[src/rtl/gpio_edge_pkg.sv]
package gpio_edge_pkg;

  localparam int WORD_W = 32;

  typedef enum logic [2:0] {
    K_LEVEL = 3'd0,
    K_DIR   = 3'd1,
    K_SET   = 3'd2,
    K_CLR   = 3'd3,
    K_RISE  = 3'd4,
    K_FALL  = 3'd5,
    K_STAT  = 3'd6,
    K_NONE  = 3'd7
  } reg_kind_e;

  // Enabled edge events between the previous and current sampled level.
  function automatic logic [WORD_W-1:0] edge_hits(
    input logic [WORD_W-1:0] prev,
    input logic [WORD_W-1:0] cur,
    input logic [WORD_W-1:0] rise_en,
    input logic [WORD_W-1:0] fall_en);
    return ((cur & ~prev) & rise_en) | ((~cur & prev) & fall_en);
  endfunction

  // Sticky status: clear by write-one, new events win over the clear.
  function automatic logic [WORD_W-1:0] status_next(
    input logic [WORD_W-1:0] status,
    input logic [WORD_W-1:0] hits,
    input logic [WORD_W-1:0] w1c);
    return (status & ~w1c) | hits;
  endfunction

  // Output latch update from set and clear strobes.
  function automatic logic [WORD_W-1:0] latch_next(
    input logic [WORD_W-1:0] latch,
    input logic [WORD_W-1:0] set_m,
    input logic [WORD_W-1:0] clr_m);
    return (latch | set_m) & ~clr_m;
  endfunction

endpackage

[src/rtl/gpio_sync.sv]
module gpio_sync #(
  parameter int W = 8
) (
  input  logic         clk,
  input  logic         rst_n,
  input  logic [W-1:0] d,
  output logic [W-1:0] q
);
  logic [W-1:0] stage1_q;
  logic [W-1:0] stage2_q;

  always_ff @(posedge clk or negedge rst_n) begin
    if (!rst_n) begin
      stage1_q <= '0;
      stage2_q <= '0;
    end else begin
      stage1_q <= d;
      stage2_q <= stage1_q;
    end
  end

  assign q = stage2_q;
endmodule

[src/rtl/gpio_bank.sv]
module gpio_bank
  import gpio_edge_pkg::*;
#(
  parameter int PINS = 32
) (
  input  logic              clk,
  input  logic              rst_n,
  input  logic              wr_en,
  input  logic [2:0]        wr_kind,
  input  logic [PINS-1:0]   wr_data,
  input  logic [2:0]        rd_kind,
  output logic [WORD_W-1:0] rd_data,
  input  logic [PINS-1:0]   pin_level,
  output logic [PINS-1:0]   pin_out,
  output logic [PINS-1:0]   pin_oe,
  output logic [PINS-1:0]   status,
  output logic [PINS-1:0]   hits
);
  logic [PINS-1:0] dir_q, out_q, rise_q, fall_q, stat_q, prev_q;
  logic [PINS-1:0] set_m, clr_m, w1c_m, kept;
  logic            wr_dir, wr_rise, wr_fall;

  // Named write events
  assign set_m   = (wr_en && wr_kind == K_SET)  ? wr_data : '0;
  assign clr_m   = (wr_en && wr_kind == K_CLR)  ? wr_data : '0;
  assign w1c_m   = (wr_en && wr_kind == K_STAT) ? wr_data : '0;
  assign wr_dir  = wr_en && wr_kind == K_DIR;
  assign wr_rise = wr_en && wr_kind == K_RISE;
  assign wr_fall = wr_en && wr_kind == K_FALL;

  assign hits = PINS'(edge_hits(WORD_W'(prev_q), WORD_W'(pin_level),
                                WORD_W'(rise_q), WORD_W'(fall_q)));
  assign kept = stat_q & ~w1c_m;

  always_ff @(posedge clk or negedge rst_n) begin
    if (!rst_n) begin
      dir_q  <= '0;
      out_q  <= '0;
      rise_q <= '0;
      fall_q <= '0;
      stat_q <= '0;
      prev_q <= '0;
    end else begin
      prev_q <= pin_level;
      out_q  <= PINS'(latch_next(WORD_W'(out_q), WORD_W'(set_m), WORD_W'(clr_m)));
      stat_q <= PINS'(status_next(WORD_W'(stat_q), WORD_W'(hits), WORD_W'(w1c_m)));
      if (wr_dir)  dir_q  <= wr_data;
      if (wr_rise) rise_q <= wr_data;
      if (wr_fall) fall_q <= wr_data;
    end
  end

  always_comb begin
    case (rd_kind)
      K_LEVEL: rd_data = WORD_W'(pin_level);
      K_DIR:   rd_data = WORD_W'(dir_q);
      K_SET,
      K_CLR:   rd_data = WORD_W'(out_q);
      K_RISE:  rd_data = WORD_W'(rise_q);
      K_FALL:  rd_data = WORD_W'(fall_q);
      K_STAT:  rd_data = WORD_W'(stat_q);
      default: rd_data = '0;
    endcase
  end

  assign pin_out = out_q;
  assign pin_oe  = dir_q;
  assign status  = stat_q;

  // Assertions
  p_status_sticky_r8: assert property (@(posedge clk) disable iff (!rst_n)
    1'b1 |=> ((stat_q & $past(kept)) == $past(kept)));

  p_edge_wins_r9: assert property (@(posedge clk) disable iff (!rst_n)
    1'b1 |=> ((stat_q & $past(hits)) == $past(hits)));

  p_set_takes_r4: assert property (@(posedge clk) disable iff (!rst_n)
    (set_m != '0) |=> ((out_q & $past(set_m)) == $past(set_m)));

  p_clr_takes_r4: assert property (@(posedge clk) disable iff (!rst_n)
    (clr_m != '0) |=> ((out_q & $past(clr_m)) == '0));

  p_latch_hold_r4: assert property (@(posedge clk) disable iff (!rst_n)
    (set_m == '0 && clr_m == '0) |=> $stable(out_q));

  p_no_hit_no_rise_r7: assert property (@(posedge clk) disable iff (!rst_n)
    (hits == '0) |=> ((stat_q & ~$past(stat_q)) == '0));
endmodule

[src/rtl/gpio_irq_merge.sv]
module gpio_irq_merge
  import gpio_edge_pkg::*;
#(
  parameter int NUM_BANKS = 3
) (
  input  logic [NUM_BANKS*WORD_W-1:0] status_flat,
  output logic                        irq_pin0,
  output logic                        irq_pin1,
  output logic                        irq_shared
);
  localparam int FLAT_W = NUM_BANKS * WORD_W;
  localparam logic [FLAT_W-1:0] SHARED_MASK = ~FLAT_W'(3);

  assign irq_pin0   = status_flat[0];
  assign irq_pin1   = status_flat[1];
  assign irq_shared = |(status_flat & SHARED_MASK);
endmodule

[src/rtl/gpio_edge_irq.sv]
module gpio_edge_irq
  import gpio_edge_pkg::*;
#(
  parameter int NUM_BANKS = 3,
  parameter int LAST_PINS = 21,
  parameter int BANK_AW   = $clog2(NUM_BANKS + 1),
  parameter int NPINS     = (NUM_BANKS - 1) * WORD_W + LAST_PINS
) (
  input  logic                   clk,
  input  logic                   rst_n,
  input  logic [BANK_AW+2:0]     reg_addr,
  input  logic                   reg_wen,
  input  logic [WORD_W-1:0]      reg_wdata,
  output logic [WORD_W-1:0]      reg_rdata,
  input  logic [NPINS-1:0]       pin_in,
  output logic [NPINS-1:0]       pin_out,
  output logic [NPINS-1:0]       pin_oe,
  output logic                   irq_pin0,
  output logic                   irq_pin1,
  output logic                   irq_shared
);
  localparam int ADDR_W = BANK_AW + 3;
  localparam int FLAT_W = NUM_BANKS * WORD_W;

  logic [NPINS-1:0]   pin_sync;
  logic [FLAT_W-1:0]  status_flat;
  logic [FLAT_W-1:0]  hits_flat;
  logic [FLAT_W-1:0]  rdata_flat;
  logic [BANK_AW-1:0] sel_bank;
  logic [2:0]         sel_kind;
  logic [WORD_W-1:0]  rdata_d;

  assign sel_bank = reg_addr[ADDR_W-1:3];
  assign sel_kind = reg_addr[2:0];

  gpio_sync #(.W(NPINS)) sync_i (
    .clk(clk), .rst_n(rst_n), .d(pin_in), .q(pin_sync)
  );

  for (genvar b = 0; b < NUM_BANKS; b++) begin : g_bank
    localparam int PINS = (b == NUM_BANKS - 1) ? LAST_PINS : WORD_W;
    localparam int LO   = b * WORD_W;
    logic [PINS-1:0]   st, hv;
    logic [WORD_W-1:0] rd;
    logic              we;

    assign we = reg_wen && (sel_bank == BANK_AW'(b));

    gpio_bank #(.PINS(PINS)) bank_i (
      .clk(clk), .rst_n(rst_n),
      .wr_en(we), .wr_kind(sel_kind), .wr_data(reg_wdata[PINS-1:0]),
      .rd_kind(sel_kind), .rd_data(rd),
      .pin_level(pin_sync[LO +: PINS]),
      .pin_out(pin_out[LO +: PINS]), .pin_oe(pin_oe[LO +: PINS]),
      .status(st), .hits(hv)
    );

    assign status_flat[LO +: WORD_W] = WORD_W'(st);
    assign hits_flat[LO +: WORD_W]   = WORD_W'(hv);
    assign rdata_flat[LO +: WORD_W]  = rd;
  end

  always_comb begin
    rdata_d = '0;
    for (int b = 0; b < NUM_BANKS; b++) begin
      if (sel_bank == BANK_AW'(b)) rdata_d = rdata_flat[b*WORD_W +: WORD_W];
    end
  end

  always_ff @(posedge clk or negedge rst_n) begin
    if (!rst_n) reg_rdata <= '0;
    else        reg_rdata <= rdata_d;
  end

  gpio_irq_merge #(.NUM_BANKS(NUM_BANKS)) merge_i (
    .status_flat(status_flat),
    .irq_pin0(irq_pin0), .irq_pin1(irq_pin1), .irq_shared(irq_shared)
  );

  // Assertions
  p_rd_bank_none_r12: assert property (@(posedge clk) disable iff (!rst_n)
    (int'(sel_bank) >= NUM_BANKS) |=> (reg_rdata == '0));

  p_rd_kind_none_r12: assert property (@(posedge clk) disable iff (!rst_n)
    (sel_kind == 3'd7) |=> (reg_rdata == '0));

  p_irq0_cause_r10: assert property (@(posedge clk) disable iff (!rst_n)
    (!irq_pin0 && !hits_flat[0]) |=> !irq_pin0);

  p_irq1_cause_r10: assert property (@(posedge clk) disable iff (!rst_n)
    (!irq_pin1 && !hits_flat[1]) |=> !irq_pin1);

  p_shared_cause_r11: assert property (@(posedge clk) disable iff (!rst_n)
    (!irq_shared && ((hits_flat & ~FLAT_W'(3)) == '0)) |=> !irq_shared);
endmodule

[config.mk]
export PLATFORM = sky130hd
export DESIGN_NAME = gpio_edge_irq
export DESIGN_NICKNAME = d
export VERILOG_FILES = /design/src/rtl/gpio_edge_pkg.sv /design/src/rtl/gpio_sync.sv /design/src/rtl/gpio_bank.sv /design/src/rtl/gpio_irq_merge.sv /design/src/rtl/gpio_edge_irq.sv
export SDC_FILE = /design/constraint.sdc
export NUM_CORES = 1
export LEC_CHECK = 0
export BUFFER_PORTS_ARGS = -buffer_cell sky130_fd_sc_hd__buf_2
export CAP_MARGIN = 10
export CORE_MARGIN = 2
export CORE_UTILIZATION = 40
export CTS_BUF_LIST = sky130_fd_sc_hd__clkbuf_8 sky130_fd_sc_hd__clkbuf_16
export DETAILED_ROUTE_END_ITERATION = 7
export GPL_TIMING_DRIVEN = 0
export PLACE_DENSITY_LB_ADDON = 0.3
export SETUP_SLACK_MARGIN = 0.15
export SLEW_MARGIN = 20
export SYNTH_ARGS = -nofsm -noshare
export SYNTH_HDL_FRONTEND = slang
export SYNTH_SLANG_ARGS = --single-unit
[constraint.sdc]
create_clock -name clk -period 1.3 [get_ports clk]
set_input_delay 0.26 -clock clk [delete_from_list [all_inputs] [get_ports clk]]
set_output_delay 0.26 -clock clk [all_outputs]
set_load 0.02 [all_outputs]
; ---- After elaboration in Yosys (flattened, before gate mapping)
; Index checks and enable logic that the tools add are counted.
[word_totals]
regBits = 712
inputBits = 125
output_inout_bits = 205
wordCells = 108
[classes]
n_eq_ne = 8
mux = 15
n_bitwise = 39
n_reduce_logical = 25
[op_table]
columns = operator, n
row1 = $and 32x32->32, 12
row2 = $pmux 32 s6, 2
row3 = $mux 32, 9
row4 = $not 32->32, 8
row5 = $or 32x32->32, 6
row6 = $and 21x21->21, 6
row7 = $pmux 21 s6, 1
row8 = $not 21->21, 4
row9 = $reduce_or 83->1, 1
row10 = $mux 21, 3
row11 = $or 21x21->21, 3
row12 = $logic_and 1x1->1, 21
row13 = $eq 3x3->1 const B, 3
row14 = $eq 3x2->1 const B, 2
row15 = $eq 3x1->1 const B, 1
row16 = $logic_not 3->1, 1
row17 = $eq 2x1->1 const B, 1
row18 = $eq 2x2->1 const B, 1
row19 = $logic_not 2->1, 1
row20 = $reduce_or 2->1, 1

; ---- Logic depth before layout (Yosys ltp)
[logic_depth]
depth_word = 7
mapped_depth = 9
ltp_nobuf = 5

; ---- Hierarchy
; A second synthesis with hierarchy kept.
[unflattened]
hier_cells = 2348
hier_area_um2 = 29894.9
[by_module_without_submodules]
columns = mod, n_inst, cells_per_inst, area_each_um2, seq_area_each_um2
row1 = gpio_bank at g_bank[0].bank_i, 1, 765, 9023.7, 4804.6
row2 = gpio_bank at g_bank[1].bank_i, 1, 764, 8938.6, 4804.6
row3 = gpio_bank at g_bank[2].bank_i, 1, 501, 5904.4, 3153.0
row4 = gpio_sync, 1, 170, 4254.1, 4254.1
row5 = gpio_edge_irq, 1, 113, 1554.0, 800.8
row6 = gpio_irq_merge, 1, 35, 220.2, 0.0

; ---- Worst setup path before layout
; Ideal clock, no wire load.
[synth_path]
kind = input -> register
from = input reg_addr[3]
to = register g_bank[1].bank_i.dir_q[21]
setup_ns = 0.125
arrival_ns = 1.536
slack_ns = -0.361
cell_stages = 7
cell_sequence = buf_2 nor2b_1 buf_2 nand2_2 nor2_2 buf_2 mux2_2
[synth_via]
elab_chain_cells = 3
[synth_lines]
columns = element, line
row1 = start: declaration, gpio_edge_irq.sv:11  ; input logic [BANK_AW+2:0] reg_addr,
row2 = $eq 2x1->1, gpio_edge_irq.sv:47  ; assign we = reg_wen && (sel_bank == BANK_AW'(b));
row3 = $logic_and 1x1->1, gpio_edge_irq.sv:47
row4 = $logic_and 1x1->1, gpio_bank.sv:27  ; assign wr_dir = wr_en && wr_kind == K_DIR;
row5 = end signal: assignment, gpio_bank.sv:47  ; if (wr_dir) dir_q <= wr_data;
row6 = end: declaration, gpio_bank.sv:19  ; logic [PINS-1:0] dir_q, out_q, rise_q, fall_q, stat_q, prev_q;
; Every way passes these cells.
; A chain may end at the register's enable or synchronous reset.

; ---- Worst setup path in the final report
[layout_path]
from = register g_bank[0].bank_i.stat_q[21]
to = output irq_shared
[layout_via]
elab_chain_cells = 1
[layout_lines]
columns = element, line
row1 = start: declaration, gpio_bank.sv:19
row2 = start signal: assignment, gpio_bank.sv:46  ; stat_q <= PINS'(status_next(WORD_W'(stat_q), WORD_W'(hits), WORD_W'(w1c_m)));
row3 = $reduce_or 83->1, gpio_irq_merge.sv:16  ; assign irq_shared = |(status_flat & SHARED_MASK);
row4 = end: declaration, gpio_edge_irq.sv:20  ; output logic irq_shared
; Every way passes these cells.

==> impl_metrics.csv <==
group,metric,value,unit
run_status,outcome,"finished, violations left",
run_status,violations,"negative hold slack, negative setup slack",
synthesis,synthDominantCellAreaShare,61.1,%
synthesis,yosysSeqAreaShare,61.1,%
clock_tree,cts_root_buffer,"clkbuf_16",
clock_tree,cts_tree,"yes",
critical_path,crit_path_end,"irq_shared",
floorplan,die_x,274,um
critical_path,r2r_slack,-0.26,ns
floorplan,dieHeight,274,um
routing,wl_per_cell,32.6,um
cells_and_area,final_common_cell,"dfrtp_1",
synthesis,syn_area_per_cell,12.1,um^2
routing,wl,136,mm
synthesis,post-synth-top-area-cell,"dfrtp_1",
critical_path,rr_endpoint,"reg_rdata[3]",
power,power.density,1580,nW/um^2
cells_and_area,finalNetCount,3279,
synthesis,yosysWarnings,0,
cells_and_area,final_core_util,58.2,%
floorplan,start_util,40.6,%
routing,ant_nets,0,
synthesis,synth_nets,2524,
floorplan,num_rows,98,
critical_path,crit_fanout,3,
synthesis,synth_edf_count,0,
sta,fmax,328,MHz
synthesis,syn_inst,2399,
sta,slew_headroom,47.6,%
routing,drt_first_iter_violations,3285,
worst_hold_path,min_path_type,"input pin to asynchronous set/reset pin",
sta,tightest_slew,0.779,ns
place,dp_cells,3662,
sta,finalSetupViolCount,230,
sta,worst_slack,-1.75,ns
sta,holdWs,-0.483,ns
global_route,grt_first_pass_wirelength,187,mm
cells_and_area,area_growth,43.6,%
place,portBuffers,304,
flow_run,max-cap-violations,0,
clock_tree,cts_sinks,712,
clock_tree,cts_hold_buf,97,
cells_and_area,drive_above_1_share,41.7,%
sta,post-route-period-util,234,%
floorplan,dieArea,75000,um^2
critical_path,crit_required,1.04,ns
synthesis,ys_top_cells_by_area,"dfrtp_1, mux2_2, nand2_1, a21oi_1, mux2i_1",
global_route,grt_max_degree,105,
synthesis,synth_seq_cells,712,
power,p_total,66.1,mW
synthesis,synth_flop_cell,"dfrtp_1",
critical_path,r2r_cells,5,
critical_path,worstPathArrival,2.79,ns
routing,drc,0,
clock_tree,worstSkewPairLatency,0.67,ns
synthesis,syn_area,29100,um^2
power,cellLeakagePower,18.9,nW
critical_path,startpoint,"g_bank[0].bank_i.status[21]",
sta,rsz0062_at_grt,"true",
sta,hold_viol,142,
sta,final-max-slew-violation-count,0,
clock_tree,cts_buffers,78,
global_route,grt_pass1_vias,25700,
clock_tree,clk_pin_slew_worst_paths,0.06,ns
clock_tree,cts_max_path_buffers,3,
floorplan,coreArea,71900,um^2
cells_and_area,final.fill_count,5767,
routing,first_pass_iters,6,
critical_path,critPathKind,"register to output pin",
floorplan,ios,330,
place,pre_cts_ws,-1.95,ns
power,irDropWorstVdd,1130,uV
global_route,grt_antenna_before_repair,6,
global_route,grt_usage,35.5,%
critical_path,timing.rr.start,"g_bank[0].bank_i.status[3]",
synthesis,async_reset_ff_share,100,%
critical_path,cp-end-kind,"output pin",
routing,vias_per_cell,6.12,
cells_and_area,finalNonFillerCells,4171,
global_route,gr-total-overflow,0,
place,routabilityCongestion,0.966,
sta,final.setup_skew,0.0394,ns
synthesis,synth_cell_types,60,
place,hpwl,86.1,mm
critical_path,start_kind,"register",
sta,finalSetupTns,-36.66,ns
routing,dr_total_vias,25500,
clock_tree,htree_levels,3,
place,dpl_cell_area,33000,um^2
cells_and_area,fin_area,41800,um^2
cells_and_area,final_cell_mix,"dfrtp_1, nand2_1, buf_6, buf_4, a21oi_1",
sta,layout_min_cycle_time,3.05,ns
==> Yosys cell counts, types with 25 or more instances <==
cell type	count
a21oi_1	239
a221oi_1	31
a22oi_1	39
buf_2	87
clkbuf_1	65
dfrtp_1	712
mux2_2	258
mux2i_1	80
nand2_1	325
nand3_1	36
nand3b_1	89
nor2_1	33
o211ai_1	97
o21ai_0	57
o221ai_1	25
==> final cells by class <==
class	instances	area (um^2)	area share, %
tap	950	1190	2.84
sequential	712	17900	42.7
clock buffer	110	2450	5.85
inverter	5	26.3	0.0628
timing repair buffer	675	6320	15.1
multi-input combinational	1488	11700	28.0
antenna	5	12.5	0.0299
clock inverter	32	285	0.682
buffer	194	1950	4.67
==> registers in the layout, indices dropped and copies added (netlist names) <==
register,cells
g_bank.bank_i.fall_q,85
g_bank.bank_i.pin_oe,85
g_bank.bank_i.pin_out,85
g_bank.bank_i.prev_q,85
g_bank.bank_i.rise_q,85
g_bank.bank_i.status,85
reg_rdata,32
sync_i.q,85
sync_i.stage1_q,85
==> kinds of logic after synthesis <==
kind of cell / synth area share, %
buf+inv: 3.28
simple gates: 9.26
flops: 61.1
compound gates: 12.7
mux: 13.6
==> metal layers <==
layer  vias to the layer above  part of all wire (%)  wire [um]  GRT usage (%)
li1                      10200                     -          -              -
met1                     13000                    37      50100           43.8
met2                      1768                    44      59300           52.6
met3                       539                    12      16300           13.2
met4                         6                   7.5      10200           22.8
met5                         -                 0.032         44              0
==> how the worst min path moves through the flow <==
stage                        startpoint                      endpoint  cells after the start
finish                            rst_n   g_bank[1].bank_i.rise_q[24]                      1
global route                      rst_n  g_bank[1].bank_i.pin_out[24]                      1
global placement    sync_i.stage1_q[52]                  sync_i.q[52]                      0
detailed placement                rst_n   g_bank[1].bank_i.fall_q[25]                      1
CTS                               rst_n   g_bank[1].bank_i.fall_q[24]                      1
floorplan                         rst_n    g_bank[0].bank_i.fall_q[0]                      0
==> timing repair <==
item | 4_1_cts | 5_1_grt
pin swaps | 48 | 58
resized for setup | 704 | 157
gates cloned | 3 | 7
setup buffers | 217 | 39
hold endpoints to repair | 198 | 87
endpoints found under the setup margin | 691 | 590
==> power by group <==
group	leakage [nW]	switching (mW)	internal, mW	total [mW]
Combinational	9.01	7.29	7.39	14.7
Sequential	8.47	2.86	25.1	28.0
Clock	1.39	9.58	13.9	23.5
Total	18.9	19.7	46.4	66.1
==> critical path: stages, from the launching register on <==
cell,delay (ns)
dfrtp_2,0.45
nor4_4,0.46
nand4_1,0.31
nor4_4,0.48
nand4_1,0.24
buf_6,0.19
Note: power is estimated with default switching activity, not from simulation.
